--- src/rtl/tc_corr_pkg.sv ---
package tc_corr_pkg;
  localparam int unsigned TYPE_W = 4;
  localparam logic [TYPE_W-1:0] KIND_SYNC = 4'h0;
  localparam logic [TYPE_W-1:0] KIND_DREQ = 4'h1;

  // Only event messages accumulate residence time
  function automatic logic takes_residence(input logic [TYPE_W-1:0] kind);
    return (kind == KIND_SYNC) || (kind == KIND_DREQ);
  endfunction
endpackage

--- src/rtl/tc_stamp_table.sv ---
module tc_stamp_table #(
  parameter int unsigned TAG_W = 2,
  parameter int unsigned TS_W  = 32
) (
  input  logic             clk,
  input  logic             rst_n,
  input  logic             wr_en,
  input  logic [TAG_W-1:0] wr_tag,
  input  logic [TS_W-1:0]  wr_ts,
  input  logic             wr_evt,
  input  logic             rd_en,
  input  logic [TAG_W-1:0] rd_tag,
  output logic             rd_hit,
  output logic [TS_W-1:0]  rd_ts,
  output logic             rd_evt
);
  localparam int unsigned DEPTH = 1 << TAG_W;

  logic [DEPTH-1:0] slot_open;
  logic [DEPTH-1:0] slot_evt;
  logic [TS_W-1:0]  slot_ts [DEPTH];

  for (genvar i = 0; i < DEPTH; i++) begin : g_slot
    wire set_here = wr_en && (wr_tag == TAG_W'(i));
    wire clr_here = rd_en && (rd_tag == TAG_W'(i));
    always_ff @(posedge clk) begin
      if (!rst_n) begin
        slot_open[i] <= 1'b0;
        slot_evt[i]  <= 1'b0;
        slot_ts[i]   <= '0;
      end else if (set_here) begin
        slot_open[i] <= 1'b1;
        slot_evt[i]  <= wr_evt;
        slot_ts[i]   <= wr_ts;
      end else if (clr_here) begin
        slot_open[i] <= 1'b0;
      end
    end
  end

  assign rd_hit = slot_open[rd_tag];
  assign rd_ts  = slot_ts[rd_tag];
  assign rd_evt = slot_evt[rd_tag];

  assert_fill_R10: assert property (@(posedge clk) disable iff (!rst_n)
    wr_en |=> slot_open[$past(wr_tag)]);
  assert_release_R8: assert property (@(posedge clk) disable iff (!rst_n)
    (rd_en && !(wr_en && wr_tag == rd_tag)) |=> !slot_open[$past(rd_tag)]);
  assert_keep_new_R9: assert property (@(posedge clk) disable iff (!rst_n)
    (rd_en && wr_en && wr_tag == rd_tag) |=> (slot_ts[$past(wr_tag)] == $past(wr_ts)));
endmodule

--- src/rtl/tc_corr_update.sv ---
module tc_corr_update #(
  parameter int unsigned TS_W      = 32,
  parameter int unsigned CORR_W    = 64,
  parameter int unsigned FRAC_BITS = 16
) (
  input  logic              clk,
  input  logic              rst_n,
  input  logic              egr_valid,
  input  logic [TS_W-1:0]   egr_ts,
  input  logic [CORR_W-1:0] corr_in,
  input  logic              hit,
  input  logic [TS_W-1:0]   ing_ts,
  input  logic              evt,
  output logic              out_valid,
  output logic [CORR_W-1:0] out_corr,
  output logic              out_err
);
  // Time in the bridge, wrapping modulo the timestamp width
  function automatic logic [TS_W-1:0] residence(input logic [TS_W-1:0] t_out,
                                                input logic [TS_W-1:0] t_in);
    return t_out - t_in;
  endfunction

  // Residence moved into the scaled correction format
  function automatic logic [CORR_W-1:0] scaled(input logic [TS_W-1:0] r);
    return CORR_W'(r) << FRAC_BITS;
  endfunction

  logic              fire_update;
  logic              fire_miss;
  logic [CORR_W-1:0] next_corr;

  assign fire_update = egr_valid && hit && evt;
  assign fire_miss   = egr_valid && !hit;
  assign next_corr   = fire_update ? corr_in + scaled(residence(egr_ts, ing_ts)) : corr_in;

  always_ff @(posedge clk) begin
    if (!rst_n) begin
      out_valid <= 1'b0;
      out_err   <= 1'b0;
      out_corr  <= '0;
    end else begin
      out_valid <= egr_valid;
      out_err   <= fire_miss;
      if (egr_valid) out_corr <= next_corr;
    end
  end

  assert_strobe_R7: assert property (@(posedge clk) disable iff (!rst_n)
    egr_valid |=> out_valid);
  assert_quiet_R7: assert property (@(posedge clk) disable iff (!rst_n)
    !egr_valid |=> !out_valid);
  assert_miss_pass_R5: assert property (@(posedge clk) disable iff (!rst_n)
    fire_miss |=> (out_err && out_corr == $past(corr_in)));
  assert_plain_pass_R4: assert property (@(posedge clk) disable iff (!rst_n)
    (egr_valid && hit && !evt) |=> (!out_err && out_corr == $past(corr_in)));
  assert_err_strobe_R5: assert property (@(posedge clk) disable iff (!rst_n)
    out_err |-> out_valid);
endmodule

--- src/rtl/tc_residence_corr.sv ---
module tc_residence_corr #(
  parameter int unsigned TAG_W     = 2,
  parameter int unsigned TS_W      = 32,
  parameter int unsigned CORR_W    = 64,
  parameter int unsigned FRAC_BITS = 16
) (
  input  logic              clk,
  input  logic              rst_n,
  input  logic              ing_valid,
  input  logic [TAG_W-1:0]  ing_tag,
  input  logic [TS_W-1:0]   ing_ts,
  input  logic [3:0]        ing_type,
  input  logic              egr_valid,
  input  logic [TAG_W-1:0]  egr_tag,
  input  logic [TS_W-1:0]   egr_ts,
  input  logic [CORR_W-1:0] egr_corr,
  output logic              out_valid,
  output logic [CORR_W-1:0] out_corr,
  output logic              out_err
);
  logic            ing_is_evt;
  logic            lkp_hit;
  logic [TS_W-1:0] lkp_ts;
  logic            lkp_evt;

  assign ing_is_evt = tc_corr_pkg::takes_residence(ing_type);

  tc_stamp_table #(.TAG_W(TAG_W), .TS_W(TS_W)) u_table (
    .clk    (clk),
    .rst_n  (rst_n),
    .wr_en  (ing_valid),
    .wr_tag (ing_tag),
    .wr_ts  (ing_ts),
    .wr_evt (ing_is_evt),
    .rd_en  (egr_valid),
    .rd_tag (egr_tag),
    .rd_hit (lkp_hit),
    .rd_ts  (lkp_ts),
    .rd_evt (lkp_evt)
  );

  tc_corr_update #(.TS_W(TS_W), .CORR_W(CORR_W), .FRAC_BITS(FRAC_BITS)) u_update (
    .clk       (clk),
    .rst_n     (rst_n),
    .egr_valid (egr_valid),
    .egr_ts    (egr_ts),
    .corr_in   (egr_corr),
    .hit       (lkp_hit),
    .ing_ts    (lkp_ts),
    .evt       (lkp_evt),
    .out_valid (out_valid),
    .out_corr  (out_corr),
    .out_err   (out_err)
  );

  assert_reset_R1: assert property (@(posedge clk) !rst_n |=> (!out_valid && !out_err));
endmodule

--- config.mk ---
export PLATFORM = sky130hd
export DESIGN_NAME = tc_residence_corr
export DESIGN_NICKNAME = d
export VERILOG_FILES = /design/src/rtl/tc_corr_pkg.sv /design/src/rtl/tc_stamp_table.sv /design/src/rtl/tc_corr_update.sv /design/src/rtl/tc_residence_corr.sv
export SDC_FILE = /design/constraint.sdc
export NUM_CORES = 1
export LEC_CHECK = 0
export BUFFER_PORTS_ARGS = -buffer_cell sky130_fd_sc_hd__buf_4
export CORE_MARGIN = 3
export CORE_UTILIZATION = 62
export DETAILED_ROUTE_END_ITERATION = 6
export GPL_ROUTABILITY_DRIVEN = 0
export PLACE_DENSITY = 0.87
export SETUP_SLACK_MARGIN = 0.3
export SLEW_MARGIN = 20
export SYNTH_ARGS = -nofsm -noshare
export SYNTH_HDL_FRONTEND = slang
export SYNTH_HIERARCHICAL = 1
export SYNTH_SLANG_ARGS = --single-unit
--- constraint.sdc ---
create_clock -name clk -period 20.2 [get_ports clk]
set_input_delay 5.05 -clock clk [delete_from_list [all_inputs] [get_ports clk]]
set_output_delay 5.05 -clock clk [all_outputs]
set_load 0.005 [all_outputs]
==> results of run 1 <==
[flip-flops by register name, indices dropped and copies added, names as in the netlist]
signal and cells:
u_table/slot_open 4, u_table/slot_ts 128, u_update/out_valid 1, u_table/slot_evt 4, u_update/out_err 1, u_update/out_corr 64
[stage by stage]
stage	hold slack [ns]	area, um^2	power, mW
2_1_floorplan	0.443	12400	0.809
3_3_place_gp	0.460	14000	0.910
3_5_place_dp	0.478	14000	0.921
4_1_cts	0.492	14700	1.31
5_1_grt	0.507	14700	1.39
6_report	0.493	14700	1.31
[final cells by class]
| class | count | area (um^2) | area share, % |
|---|---|---|---|
| well taps | 265 | 332 | 2.26 |
| inverters | 53 | 199 | 1.36 |
| multi-input cells | 847 | 6530 | 44.5 |
| clock buffers | 26 | 564 | 3.85 |
| clock inverters | 11 | 139 | 0.947 |
| flip-flops and latches | 202 | 5330 | 36.3 |
| repair buffers | 211 | 1580 | 10.8 |
[where the power goes]
part | switching (mW) | total, mW | internal, mW
Clock | 0.156 | 0.393 | 0.237
Sequential | 0.00993 | 0.477 | 0.467
Combinational | 0.252 | 0.444 | 0.192
[metal layers]
layer	routed length, um	up-vias	part of all wire (%)
met5	0	-	0
met4	705	0	2.3
met3	2400	57	7.7
met2	15000	411	48
met1	12800	4601	41
li1	-	4683	-
[worst min path at each step]
stage | from | end | slack [ns] | depth (start not counted)
global placement | u_table/slot_open[2]$_SDFFE_PN0P_ | u_table/slot_open[2]$_SDFFE_PN0P_ | 0.46 | 1
detailed placement | u_table/slot_open[1]$_SDFFE_PN0P_ | u_table/slot_open[1]$_SDFFE_PN0P_ | 0.48 | 1
CTS | u_table/slot_open[1]$_SDFFE_PN0P_ | u_table/slot_open[1]$_SDFFE_PN0P_ | 0.49 | 1
finish | u_table/slot_open[1]$_SDFFE_PN0P_ | u_table/slot_open[1]$_SDFFE_PN0P_ | 0.49 | 1
floorplan | u_table/slot_open[2]$_SDFFE_PN0P_ | u_table/slot_open[2]$_SDFFE_PN0P_ | 0.44 | 1
global route | u_table/slot_open[2]$_SDFFE_PN0P_ | u_table/slot_open[2]$_SDFFE_PN0P_ | 0.51 | 1
[Yosys cell counts (4+ instances only)]
cell and number:
o21ai_0 42, xnor2_1 31, mux4_2 34, clkbuf_1 26
ha_1 65, a21oi_1 69, nand2_1 51, o211ai_1 10
nor3_1 10, o21a_1 10, edfxtp_1 128, nand4b_1 6
a31oi_1 8, clkbuf_2 4, nand3b_1 7, a211oi_1 13
dfxtp_1 74, a221oi_1 19, mux2i_1 17, inv_1 52
a21o_1 31, xor2_1 27, and4_1 8, nor2_1 82
buf_1 6, nand2b_1 4, nand4_1 12, a32o_1 5
and2_1 130, and3_1 25, a311oi_1 7, buf_2 18
o21bai_1 6, o31ai_1 5, a22o_1 8, a31o_2 6
nand3_1 22, nor2b_1 7
[cell families (layout without fill, tap and decap cells)]
group	Yosys count	in the layout	synth area share, %
AND/OR/NAND/NOR	388	388	17.4
AO/OA/AOI/OAI	281	281	16.5
flip-flops	202	202	43.1
buffers and inverters	114	301	4.19
adder cells (fa/ha/maj)	67	67	6.90
XOR/XNOR	58	58	4.11
multiplexers	53	53	7.75
[worst max-delay path, cell delays in order]
cell and delay (ns):
buf_4 0.55, mux4_2 0.60, ha_1 0.27, fa_1 0.42
nor2b_1 0.18, o2111ai_1 0.14, a31oi_1 0.38, a41oi_1 0.26
o21ai_2 0.36, a21oi_1 0.22, or4b_1 0.54, nand4b_1 0.13
ha_1 0.32, nand3_1 0.17, nor2_1 0.06, a221oi_1 0.34
nor2_1 0.08, nor3_1 0.53, a211oi_1 0.29, a31o_2 0.31
a311oi_1 0.23
==> key figures, run 1 <==
Setup path
  – Worst EP required: 20.60 ns
  – R2r endpoint: u_update/out_corr[60]$_SDFFE_PN0P_
  – CP arrival: 11.46 ns
  – Crit start category: input pin
  – Worst setup startpoint: egr_tag[0]
  – RR Startpoint: u_table/slot_ts[3][0]$_SDFFCE_PN0P_
  – Worst R2R Path Depth: 20
  – Worst Setup Path Type: in2reg
  – Worst setup EP type: flip-flop
  – Reg2Reg Setup Slack: 14.02 ns
  – Worst-path maximum fanout: 38
  – Worst Setup EP: u_update/out_corr[60]$_SDFFE_PN0P_

Clock tree
  – Clock latency on the worst-skew pair: 0.48 ns
  – # H-tree levels: 1
  – Clk sinks: 202
  – Clock Tree Root: clkbuf_16
  – Post-cts repair resize count: 0
  – CTS Hold Buffers Added: 0
  – Clock slew at reported path FFs: 0.06 ns
  – Clock Tree Buf Depth: 3
  – Total CTS buffers: 21
  – CTS tree: yes
  – Buffer count from post-CTS setup fixing: 0

Power and ir drop
  – P_leak: 6.18 nW
  – VDD IR max: 0.0000547 V
  – PwrDens: 89.6 mW/mm^2

Timing
  – Final hold violation count: 0
  – Max frequency: 90.4 MHz
  – Setup TNS: 0 ns
  – Worst rel slew slack: 27.3%
  – Worst Tran Pin Value: 1.09 ns
  – Final worst setup slack: 9.13 ns
  – Max-slew violation count: 0
  – Period utilisation layout: 54.8%
  – Minimum clock period: 11.07 ns
  – Clock Skews: 0.00872 ns
  – RSZ-0062 raised after global routing: false
  – Final setup fails: 0

Floorplan
  – Row Count: 51
  – Die width: 147 um
  – Initial Util: 63.3%
  – Die area: 0.0217 mm^2
  – CORE AREA: 0.0195 mm^2
  – # IOs: 206
  – Die Span Y: 147 um

Final layout
  – Area Overhead vs Synth: 18.7%
  – Final Non-Filler Cells: 1,615
  – Fillers: 1,362
  – Fin nets: 1,543
  – Commonest non-fill, non-tap cells in the layout: buf_4 (211), and2_1 (130), edfxtp_1 (128), nor2_1 (82), dfxtp_1 (74)
  – ANT cells: 0
  – Layout cells sized above 1: 23.1%
  – Most common cell after layout, fill and taps aside: buf_4
  – Final Util: 75.1%

Logic synthesis
  – Async SR Flop Fraction: 0%
  – Gate Count Post-Synth: 1,163
  – Post-synth top area cell: edfxtp_1
  – Yosys cell types: 86
  – Most used DFF post-synth: edfxtp_1
  – Top cell type's share of synthesized area: 31.1%
  – Synth Net Count: 1,370
  – Area contributors post-synth: edfxtp_1 (31%), dfxtp_1 (12%), and2_1 (6.6%)
  – Post-synth EDFFs: 128
  – Synthesized flop and latch total: 202
  – Mapped Area: 0.0124 mm^2
  – Seq/Total Area, Yosys: 43.1%
  – Warnings, synthesis: 6
  – Syn avg cell area: 10.6 um^2

Detailed routing
  – WL final: 31,000 um
  – First-pass detailed-route iteration total: 5
  – Initial drt markers: 963
  – DRC Markers: 0
  – Wire per inst: 19.2 um
  – Drt via density: 6.04
  – Final ANT Viol Nets: 0
  – Vias: 9,752

Global routing
  – Met3 Use GR: 5.12%
  – Antenna violations before repair: 0
  – Vias in the first global route: 9,615
  – Most used routing layer: met2
  – GR Util met1: 37.0%
  – GR Layer Usage met2: 47.0%
  – Largest net degree at the start of global routing: 69
  – All-Layer GR Usage: 27.7%
  – Grt total ovfl: 0
  – First-pass GRT wire length: 48,800 um

Placement
  – IO Port Bufs: 204
  – Pre-CTS WS: 8.75 ns
  – DP HPWL: 21,700 um
  – Placed Cells: 1,578

Worst hold path
  – Worst Hold Class: reg2reg

Flow run
  – Maxcap violations: 0

Status
  – Status: finished clean
Note: power is estimated with default switching activity, not from simulation.
==> inputs of run 2 (changes only) <==
--- a/config.mk
+++ b/config.mk
@@ -7,10 +7,10 @@
 export LEC_CHECK = 0
 export BUFFER_PORTS_ARGS = -buffer_cell sky130_fd_sc_hd__buf_4
 export CORE_MARGIN = 3
-export CORE_UTILIZATION = 62
+export CORE_UTILIZATION = 58
 export DETAILED_ROUTE_END_ITERATION = 6
 export GPL_ROUTABILITY_DRIVEN = 0
-export PLACE_DENSITY = 0.87
+export PLACE_DENSITY = 0.82
 export SETUP_SLACK_MARGIN = 0.3
 export SLEW_MARGIN = 20
 export SYNTH_ARGS = -nofsm -noshare
==> constraint.sdc (replaced) <==
create_clock -name clk -period 11.6 [get_ports clk]
set_input_delay 2.9 -clock clk [delete_from_list [all_inputs] [get_ports clk]]
set_output_delay 2.9 -clock clk [all_outputs]
set_load 0.005 [all_outputs]
==> run 2 against run 1 <==
- cell count rose by 0.56%
- clock-buffer cell count up 5
- register-to-register slack got worse by 8.7 ns
- combinational power is 74% higher
- setup slack worse by 6.5 ns
- via count stayed put
- critical path type unchanged
- critical endpoint unchanged
==> key figures, run 2 (synthesis results as in run 1) <==
Clock tree
  – Clock Tree Buf Depth: 3
  – Clock slew at reported path FFs: 0.06 ns
  – Clk sinks: 202
  – CTS tree: yes
  – Clock Tree Root: clkbuf_16
  – Post-cts repair resize count: 0
  – Total CTS buffers: 23
  – Buffer count from post-CTS setup fixing: 0
  – # H-tree levels: 1
  – Clock latency on the worst-skew pair: 0.50 ns
  – CTS Hold Buffers Added: 0

Final layout
  – Final Util: 71.6%
  – Number of flip-flops in the largest register: 128
  – Top reg by flops: u_table/slot_ts
  – Fillers: 1,517
  – Regs by FF count: u_table/slot_ts: 128 flops, u_update/out_corr: 64 flops
  – Fin nets: 1,545
  – Most common cell after layout, fill and taps aside: buf_4
  – Area Overhead vs Synth: 19.1%
  – Finished Cell Area: 0.0147 mm^2
  – ANT cells: 0
  – Layout cells sized above 1: 23.3%
  – Final Non-Filler Cells: 1,624
  – Commonest non-fill, non-tap cells in the layout: buf_4 (211), and2_1 (130), edfxtp_1 (128), nor2_1 (82), dfxtp_1 (74)

Placement
  – Placed Cells: 1,583
  – DP Area: 0.0140 mm^2
  – DP HPWL: 22,000 um
  – IO Port Bufs: 204
  – Pre-CTS WS: 2.23 ns

Timing
  – Max-slew violation count: 0
  – Worst Tran Pin Value: 1.00 ns
  – Max frequency: 112 MHz
  – Hold Slack: 0.487 ns
  – Clock Skews: 0.00928 ns
  – Worst rel slew slack: 33.0%
  – Final worst setup slack: 2.64 ns
  – Final setup fails: 0
  – RSZ-0062 raised after global routing: false
  – Setup TNS: 0 ns
  – Period utilisation layout: 77.2%
  – Final hold violation count: 0
  – Minimum clock period: 8.96 ns

Power and ir drop
  – Int Pwr: 1.58 mW
  – P_leak: 6.21 nW
  – PwrDens: 158 mW/mm^2
  – Sw frac: 32.0%
  – Clock Power Share: 30.9%
  – Combinational power share: 33.3%
  – Flop pwr share: 35.8%
  – VDD IR max: 0.000129 V
  – Switch Pwr: 0.743 mW
  – Total power: 2.32 mW

Worst hold path
  – Worst Hold Class: reg2reg

Floorplan
  – CORE AREA: 0.0206 mm^2
  – Initial Util: 60.1%
  – Die area: 0.0231 mm^2
  – Die Span Y: 152 um
  – Row Count: 52
  – # IOs: 206
  – Die width: 152 um

Status
  – Status: finished clean

Setup path
  – CP arrival: 9.37 ns
  – Critical path's largest stage delay: 0.61 ns
  – Slowest-stage cell, CP: mux4_2
  – Worst-path maximum fanout: 38
  – Crit start category: input pin
  – Worst Setup Path Type: in2reg
  – CP Cell Sequence: buf_4 > mux4_2 > ha_1 > fa_1 > nor2b_1 > o2111ai_1 > a31oi_1 > a41oi_1 > o21ai_2 > a21oi_1 > or4b_1 > nand4b_1 > ha_1 > nand3_1 > nor2_1 > a221oi_1 > nor2_1 > nor3_1 > a211oi_1 > a31o_2 > a311oi_1
  – Worst setup EP type: flip-flop
  – Worst EP required: 12.01 ns

Detailed routing
  – Drt via density: 6.00
  – First-pass detailed-route iteration total: 7
  – Wire per inst: 19.2 um
  – Final ANT Viol Nets: 0
  – WL final: 31,200 um
  – DRC Markers: 0
  – Vias: 9,752
  – Initial drt markers: 700

Global routing
  – First-pass GRT wire length: 49,400 um
  – All-Layer GR Usage: 25.8%
  – Vias in the first global route: 9,682
  – Largest net degree at the start of global routing: 69
  – Grt total ovfl: 0
  – Antenna violations before repair: 0

Flow run
  – Maxcap violations: 0
-- run 2: cell type report --
class | instances | area (um^2) | area share [%]
well taps | 270 | 338 | 2.29
inverters | 53 | 199 | 1.35
flip-flops and latches | 202 | 5330 | 36.2
clock inverters | 10 | 114 | 0.773
multi-input cells | 847 | 6530 | 44.3
repair buffers | 211 | 1580 | 10.8
clock buffers | 31 | 639 | 4.34
-- run 2: final timing paths --
| path | depth (start not counted) | slack (ns) | to | start |
|---|---|---|---|---|
| worst max-delay path | 21 | 2.64 | u_update/out_corr[60]$_SDFFE_PN0P_ | egr_tag[0] |
| worst min-delay path | 2 | 0.49 | u_update/out_corr[52]$_SDFFE_PN0P_ | u_update/out_corr[52]$_SDFFE_PN0P_ |
| worst max register to register | 20 | 5.33 | u_update/out_corr[60]$_SDFFE_PN0P_ | u_table/slot_ts[3][0]$_SDFFCE_PN0P_ |
| worst min register to register | 2 | 0.49 | u_update/out_corr[52]$_SDFFE_PN0P_ | u_update/out_corr[52]$_SDFFE_PN0P_ |
-- run 2: power groups by stage --
stage	sequential [mW]	clock [mW]	combinational, mW
4_1_cts	0.831	0.730	0.764
5_1_grt	0.836	0.755	0.852
6_report	0.831	0.719	0.774
3_5_place_dp	0.846	0	0.758
2_1_floorplan	0.841	0	0.567
3_3_place_gp	0.842	0	0.745
-- run 2: worst max-delay path, delay by kind of cell --
family | cells | cell delay, ns
compound gates | 9 | 2.56
fa+ha+maj | 3 | 1.01
buf+inv | 1 | 0.55
mux | 1 | 0.61
simple gates | 7 | 1.72
-- run 2: layer usage --
layer	share of wire (%)	wire length [um]	global-route usage, %	vias up
li1	-	-	-	4695
met1	42	13100	33.2	4648
met5	0	0	0	-
met4	2.5	793	7.06	0
met3	6.6	2060	4.84	62
met2	49	15300	45.0	347
